File: src/rtl/acq_trig_pkg.sv
package acq_trig_pkg;
  localparam int ST_SW    = 0;
  localparam int ST_CASC  = 1;
  localparam int ST_HW    = 2;
  localparam int ST_ARMED = 3;
  localparam int ST_COMB  = 4;
  localparam int ST_FRZ   = 5;
  localparam int ST_W     = 6;
  localparam int N_STICKY = 5;  // sw, casc, hw, comb, freeze
  localparam int N_EDGE   = 5;  // sw, casc, hw, arm, clr
  localparam int E_SW = 0, E_CASC = 1, E_HW = 2, E_ARM = 3, E_CLR = 4;
endpackage

File: src/rtl/acq_edge_det.sv
module acq_edge_det #(
  parameter int W = 1
) (
  input  logic         clk_i,
  input  logic         rst_ni,
  input  logic [W-1:0] lvl_i,
  output logic [W-1:0] rise_o
);
  logic [W-1:0] prev_q;

  for (genvar g = 0; g < W; g++) begin : g_bit
    always_ff @(posedge clk_i or negedge rst_ni) begin
      if (!rst_ni) prev_q[g] <= 1'b0;
      else         prev_q[g] <= lvl_i[g];
    end
    assign rise_o[g] = lvl_i[g] & ~prev_q[g];
  end
endmodule

File: src/rtl/acq_trig_qual.sv
module acq_trig_qual (
  input  logic       clk_i,
  input  logic       rst_ni,
  input  logic       sw_rise_i,
  input  logic       casc_rise_i,
  input  logic       hw_rise_i,
  input  logic       arm_rise_i,
  input  logic       casc_en_i,
  input  logic       auto_rearm_i,
  input  logic       cont_mode_i,
  input  logic       busy_i,
  output logic       fire_o,
  output logic [2:0] src_o,
  output logic       armed_o
);
  logic armed_q, hw_ok, casc_ok, hw_take;

  assign hw_ok   = hw_rise_i & (armed_q | cont_mode_i);
  assign casc_ok = casc_rise_i & casc_en_i;
  assign fire_o  = (sw_rise_i | casc_ok | hw_ok) & ~busy_i;
  assign src_o   = {hw_ok, casc_ok, sw_rise_i} & {3{fire_o}};
  assign hw_take = fire_o & hw_ok;

  always_ff @(posedge clk_i or negedge rst_ni) begin
    if (!rst_ni)                     armed_q <= 1'b0;
    else if (arm_rise_i)             armed_q <= 1'b1;
    else if (hw_take && !auto_rearm_i) armed_q <= 1'b0;
  end
  assign armed_o = armed_q;

  assert_arm_clear_R3: assert property (@(posedge clk_i) disable iff (!rst_ni)
    (hw_take && !auto_rearm_i && !arm_rise_i) |=> !armed_o);
  assert_arm_hold_R3: assert property (@(posedge clk_i) disable iff (!rst_ni)
    (armed_o && auto_rearm_i) |=> armed_o);
  assert_busy_keeps_arm_R4: assert property (@(posedge clk_i) disable iff (!rst_ni)
    (busy_i && !arm_rise_i) |=> $stable(armed_o));
endmodule

File: src/rtl/acq_trig_status.sv
module acq_trig_status #(
  parameter int N = 5
) (
  input  logic         clk_i,
  input  logic         rst_ni,
  input  logic [N-1:0] set_i,
  input  logic         clr_rise_i,
  output logic [N-1:0] sticky_o
);
  logic [N-1:0] sticky_q;

  for (genvar g = 0; g < N; g++) begin : g_st
    always_ff @(posedge clk_i or negedge rst_ni) begin
      if (!rst_ni)         sticky_q[g] <= 1'b0;
      else if (set_i[g])   sticky_q[g] <= 1'b1;  // set beats clear
      else if (clr_rise_i) sticky_q[g] <= 1'b0;
    end

    assert_sticky_set_R7: assert property (@(posedge clk_i) disable iff (!rst_ni)
      set_i[g] |=> sticky_o[g]);
    assert_sticky_hold_R7: assert property (@(posedge clk_i) disable iff (!rst_ni)
      (sticky_o[g] && !clr_rise_i) |=> sticky_o[g]);
  end
  assign sticky_o = sticky_q;
endmodule

File: src/rtl/acq_trig_ctrl.sv
module acq_trig_ctrl
  import acq_trig_pkg::*;
#(
  parameter int CNT_W  = 32,
  parameter int TIME_W = 64,
  localparam int HALF_W = TIME_W / 2
) (
  input  logic              clk_i,
  input  logic              rst_ni,
  input  logic              sw_trig_i,
  input  logic              casc_en_i,
  input  logic              auto_rearm_i,
  input  logic              arm_i,
  input  logic              clr_stat_i,
  input  logic              cont_mode_i,
  input  logic              hw_trig_i,
  input  logic              casc_trig_i,
  input  logic              freeze_i,
  input  logic              busy_i,
  input  logic [TIME_W-1:0] time_i,
  output logic              start_o,
  output logic              casc_trig_o,
  output logic [ST_W-1:0]   status_o,
  output logic [CNT_W-1:0]  trig_cnt_o,
  output logic [HALF_W-1:0] ts_sec_o,
  output logic [HALF_W-1:0] ts_nsec_o
);
  logic [N_EDGE-1:0]   lvl, rise;
  logic [N_STICKY-1:0] st_set, sticky;
  logic [2:0]          src;
  logic                fire, armed;
  logic                start_q, casc_q;
  logic [CNT_W-1:0]    cnt_q;
  logic [TIME_W-1:0]   ts_q;

  always_comb begin
    lvl         = '0;
    lvl[E_SW]   = sw_trig_i;
    lvl[E_CASC] = casc_trig_i;
    lvl[E_HW]   = hw_trig_i;
    lvl[E_ARM]  = arm_i;
    lvl[E_CLR]  = clr_stat_i;
  end

  acq_edge_det #(.W(N_EDGE)) u_edge (
    .clk_i, .rst_ni, .lvl_i(lvl), .rise_o(rise)
  );

  acq_trig_qual u_qual (
    .clk_i, .rst_ni,
    .sw_rise_i   (rise[E_SW]),
    .casc_rise_i (rise[E_CASC]),
    .hw_rise_i   (rise[E_HW]),
    .arm_rise_i  (rise[E_ARM]),
    .casc_en_i, .auto_rearm_i, .cont_mode_i, .busy_i,
    .fire_o  (fire),
    .src_o   (src),
    .armed_o (armed)
  );

  assign st_set = {freeze_i, fire, src};

  acq_trig_status #(.N(N_STICKY)) u_stat (
    .clk_i, .rst_ni, .set_i(st_set), .clr_rise_i(rise[E_CLR]), .sticky_o(sticky)
  );

  always_ff @(posedge clk_i or negedge rst_ni) begin
    if (!rst_ni) begin
      start_q <= 1'b0;
      casc_q  <= 1'b0;
      cnt_q   <= '0;
      ts_q    <= '0;
    end else begin
      start_q <= fire;
      casc_q  <= start_q;
      if (fire) begin
        cnt_q <= cnt_q + 1'b1;
        ts_q  <= time_i;
      end
    end
  end

  assign start_o     = start_q;
  assign casc_trig_o = casc_q;
  assign trig_cnt_o  = cnt_q;
  assign ts_sec_o    = ts_q[TIME_W-1:HALF_W];
  assign ts_nsec_o   = ts_q[HALF_W-1:0];

  always_comb begin
    status_o           = '0;
    status_o[ST_SW]    = sticky[0];
    status_o[ST_CASC]  = sticky[1];
    status_o[ST_HW]    = sticky[2];
    status_o[ST_ARMED] = armed;
    status_o[ST_COMB]  = sticky[3];
    status_o[ST_FRZ]   = sticky[4];
  end

  assert_casc_follow_R9: assert property (@(posedge clk_i) disable iff (!rst_ni)
    start_o |=> casc_trig_o);
  assert_casc_quiet_R9: assert property (@(posedge clk_i) disable iff (!rst_ni)
    !start_o |=> !casc_trig_o);
  assert_cnt_step_R5: assert property (@(posedge clk_i) disable iff (!rst_ni)
    start_o |-> (trig_cnt_o == CNT_W'($past(trig_cnt_o) + 1'b1)));
  assert_cnt_still_R5: assert property (@(posedge clk_i) disable iff (!rst_ni)
    !start_o |-> $stable(trig_cnt_o));
  assert_busy_drop_R4: assert property (@(posedge clk_i) disable iff (!rst_ni)
    busy_i |=> !start_o);
  assert_casc_mask_R2: assert property (@(posedge clk_i) disable iff (!rst_ni)
    (!casc_en_i && !sw_trig_i && !hw_trig_i) |=> !start_o);
endmodule

File: config.mk
export PLATFORM = sky130hd
export DESIGN_NAME = acq_trig_ctrl
export DESIGN_NICKNAME = d
export VERILOG_FILES = /design/src/rtl/acq_trig_pkg.sv /design/src/rtl/acq_edge_det.sv /design/src/rtl/acq_trig_qual.sv /design/src/rtl/acq_trig_status.sv /design/src/rtl/acq_trig_ctrl.sv
export SDC_FILE = /design/constraint.sdc
export NUM_CORES = 1
export LEC_CHECK = 0
export CAP_MARGIN = 0
export CORE_AREA = 2 2 98 100
export DETAILED_ROUTE_END_ITERATION = 8
export DIE_AREA = 0 0 100 102
export DONT_BUFFER_PORTS = 1
export GPL_ROUTABILITY_DRIVEN = 0
export SYNTH_ARGS = -nofsm -noshare
export SYNTH_HDL_FRONTEND = slang
export SYNTH_SLANG_ARGS = --single-unit
File: constraint.sdc
create_clock -name clk_i -period 2.4 [get_ports clk_i]
set_clock_uncertainty 0.1 [all_clocks]
set_input_delay 0.36 -clock clk_i [delete_from_list [all_inputs] [get_ports clk_i]]
set_output_delay 0.36 -clock clk_i [all_outputs]
set_load 0.005 [all_outputs]
==> impl_metrics.py <==
metrics = {
    "run_status": {
        "outcome": "complete, but fails checks",
        "failed_checks": "hold timing",
    },
    "clock_network": {
        "cts-buffers-inserted": 9,
        "clock-sinks": 109,
        "clk-insertion-delay-late_ps": 360,
        "cts_tree": "yes",
        "clk_pin_slew_worst_paths_ps": 110,
        "clock_tree.buffer_depth": 2,
        "cts.root.buffer_cell": "sky130_fd_sc_hd__clkbuf_8",
        "cts.htree.levels": 3,
        "post_cts_setup_driven_buffer_insertion_count": 0,
    },
    "synthesis": {
        "syn_avg_cell_area_um2": 10.28,
        "syn-cell-area_mm2": 0.004491,
        "mappedNetlistNets": 514,
        "ys_types": 31,
        "synthCells": 437,
        "seq_area_frac_synth_pct": 60.74,
        "yosysWarnings": 0,
        "synth_seq_cells": 109,
    },
    "critical_path": {
        "delay_of_the_slowest_critical_path_stage_ps": 510,
        "r2r_cells": 4,
        "critPathMaxFanout": 9,
        "regToRegSetupSlack_ps": 490,
        "crit-reg2reg-capture": "trig_cnt_o[29]",
        "cp_data_arrival_time_ps": 2090,
        "timing.rr.start": "trig_cnt_o[4]",
        "capturing_element_of_the_worst_setup_path": "trig_cnt_o[29]",
        "cpMaxStageDelayCell": "sky130_fd_sc_hd__dfrtp_1",
        "path_cells": "and4_1 > nand4_4 > nor4_2 > xor2_1",
        "crit_required_ps": 2580,
        "timing_worst_setup_path_type": "reg -> reg",
        "worst_setup_path_start_kind": "register",
        "critPathLaunch": "trig_cnt_o[4]",
        "endpoint_kind": "register",
    },
    "finish": {
        "final_design_area_no_fill_mm2": 0.005034,
        "most_common_cell_after_layout_fill_and_taps_aside": "sky130_fd_sc_hd__nand2_1",
        "final_cell_count_no_fill": 575,
        "utilization_pct": 55.26,
        "n_fill_cell": 785,
        "final_cell_mix": "206 x sky130_fd_sc_hd__nand2_1, 109 x sky130_fd_sc_hd__dfrtp_1, 29 x sky130_fd_sc_hd__dlygate4sd3_1",
        "final_nets": 537,
        "drive_gt1_share_pct": 8.405,
        "flow.area_growth_from_synthesis_pct": 12.09,
        "insertedDiodeCount": 0,
    },
    "sta": {
        "slew_violations": 0,
        "maxSlewHeadroom_pct": 69.66,
        "timing.final.crit_period_ps": 1912,
        "final_min_period_over_clock_period_pct": 79.68,
        "setup_viol_count_final": 0,
        "timing_worst_slew_pin_value_ps": 453.8,
        "max_freq_mhz": 522.9,
        "fin_hold_ws_ps": -427.7,
        "grt_setup_unrepaired": "false",
        "setup_slack_ps": 487.7,
        "tns_ps": 0,
        "report.final.hold_viol_count": 109,
    },
    "power_and_ir_drop": {
        "power.density_mw_per_mm2": 787.0,
        "power.share.sequential_pct": 61.3,
        "power.internal_mw": 2.795,
        "clock_power_share_pct": 27.2,
        "power_switching_mw": 1.167,
        "power.static_leakage_nw": 2.454,
        "p_total_mw": 3.962,
        "peakVddDrop_uv": 380.3,
        "share_comb_of_total_power_pct": 11.5,
        "sw_frac_of_total_pct": 29.45,
    },
    "detailed_routing": {
        "drt.antenna.violating_nets": 0,
        "routed-via-count": 3077,
        "drcViolationCount": 0,
        "route.detailed.vias_per_inst": 5.351,
        "firstDrtPassIters": 4,
        "initialDrtViolationCount": 93,
        "drt_wl_total_um": 9682,
        "detail_route.wl_per_cell_um": 16.84,
    },
    "global_routing": {
        "grt_antenna_before_repair": 0,
        "grt_pass1_vias": 3018,
        "overflow": 0,
        "grt_max_degree": 110,
        "globalRouteTotalUtil_pct": 19.01,
        "grt_first_pass_wirelength_um": 15300,
    },
    "hold_path": {
        "hold_path.class": "in -> async",
    },
    "job": {
        "cap_violations": 0,
    },
    "die": {
        "chipHeight_um": 102,
        "initial_cell_density_of_the_core_pct": 49.30,
        "placement_rows": 35,
        "die_area_mm2": 0.01020,
        "horizontal_die_dimension_um": 100,
        "io_pins": 180,
        "floorplan.core_area_mm2": 0.009109,
    },
    "placement": {
        "pre_cts_ws_ps": 507.7,
        "place.detailed.hpwl_um": 6461,
        "numPortBuffers": 0,
        "dp.cells": 531,
        "detailed_place.area_mm2": 0.004553,
    },
}
worst min-delay path by stage:
stage | from | to | depth (start not counted)
3_3_place_gp | rst_ni | ts_q[33] | 0
4_1_cts | rst_ni | ts_q[33] | 0
6_report | rst_ni | ts_q[33] | 0
2_1_floorplan | rst_ni | casc_trig_o | 0
3_5_place_dp | rst_ni | ts_q[33] | 0
5_1_grt | rst_ni | trig_cnt_o[23] | 0
critical path, delay by kind of cell (launching register included):
kind	cells	cell delay (ps)
flops	1	510
xor+xnor	1	170
simple gates	3	1060
power by group through the flow:
stage               Sequential (mW)  Combinational (mW)  Clock [mW]
detailed placement             2.47               0.427           0
floorplan                      2.37               0.358           0
global placement               2.46               0.402           0
finish                         2.43               0.455        1.08
global route                   2.48               0.537        1.18
CTS                            2.43               0.459        1.11
cells in the mapped netlist (all sizes together):
cell	n	area [um2]
nor3	4	20.02
nand2	206	773.2
and3	4	25.02
and4	6	52.55
xor2	21	183.9
buf	18	107.6
nor4	15	181.4
nand3	10	62.56
nor3b	2	25.02
a211oi	1	20.02
o21ai	2	10.01
xnor2	10	87.58
nor4b	2	17.52
a21o	3	22.52
nand2b	1	6.260
ha	1	12.51
nand4b	1	8.760
inv	3	11.26
dfrtp	109	2728
a22o	1	8.760
or2	1	6.260
and2	2	12.51
nand4	10	83.83
and4bb	1	12.51
clkbuf	3	11.26
sequential cells by signal, summed over array words and instances, names as in the netlist:
name and count:
ts_q 64, u_stat.sticky_o 5, trig_cnt_o 32, casc_trig_o 1
u_qual.armed_o 1, start_o 1, u_edge.prev_q 5
cell families after synthesis:
group | share of synthesized area, %
xor gates and xnor gates | 6.046
AOI/OAI and AO/OA | 1.365
buffers and inverters | 2.898
DFF | 60.74
and+or+nand+nor | 28.67
adders and majority gates | 0.2786
metal layers:
layer,GRT usage (%),share of wire (%)
met5,0,0
met4,6.112,1.4
met3,6.908,10
met2,30.93,48
met1,23.93,40
layout make-up:
cell class	instances	area (um2)	area share (%)
Clock buffer	10	127.6	2.535
Clock inverter	5	62.56	1.243
Inverter	3	11.26	0.2237
Multi-Input combinational cell	304	1633	32.44
Sequential cell	109	2728	54.19
Tap cell	111	138.9	2.759
Timing Repair Buffer	33	332.8	6.612
what timing repair did:
action | CTS | global route
setup endpoints to repair | 0 | 0
hold buffers | 26 | 3
gates resized for setup | 0 | 0
endpoints found under the hold margin | 135 | 112
Power figures use the tool's default switching activity.
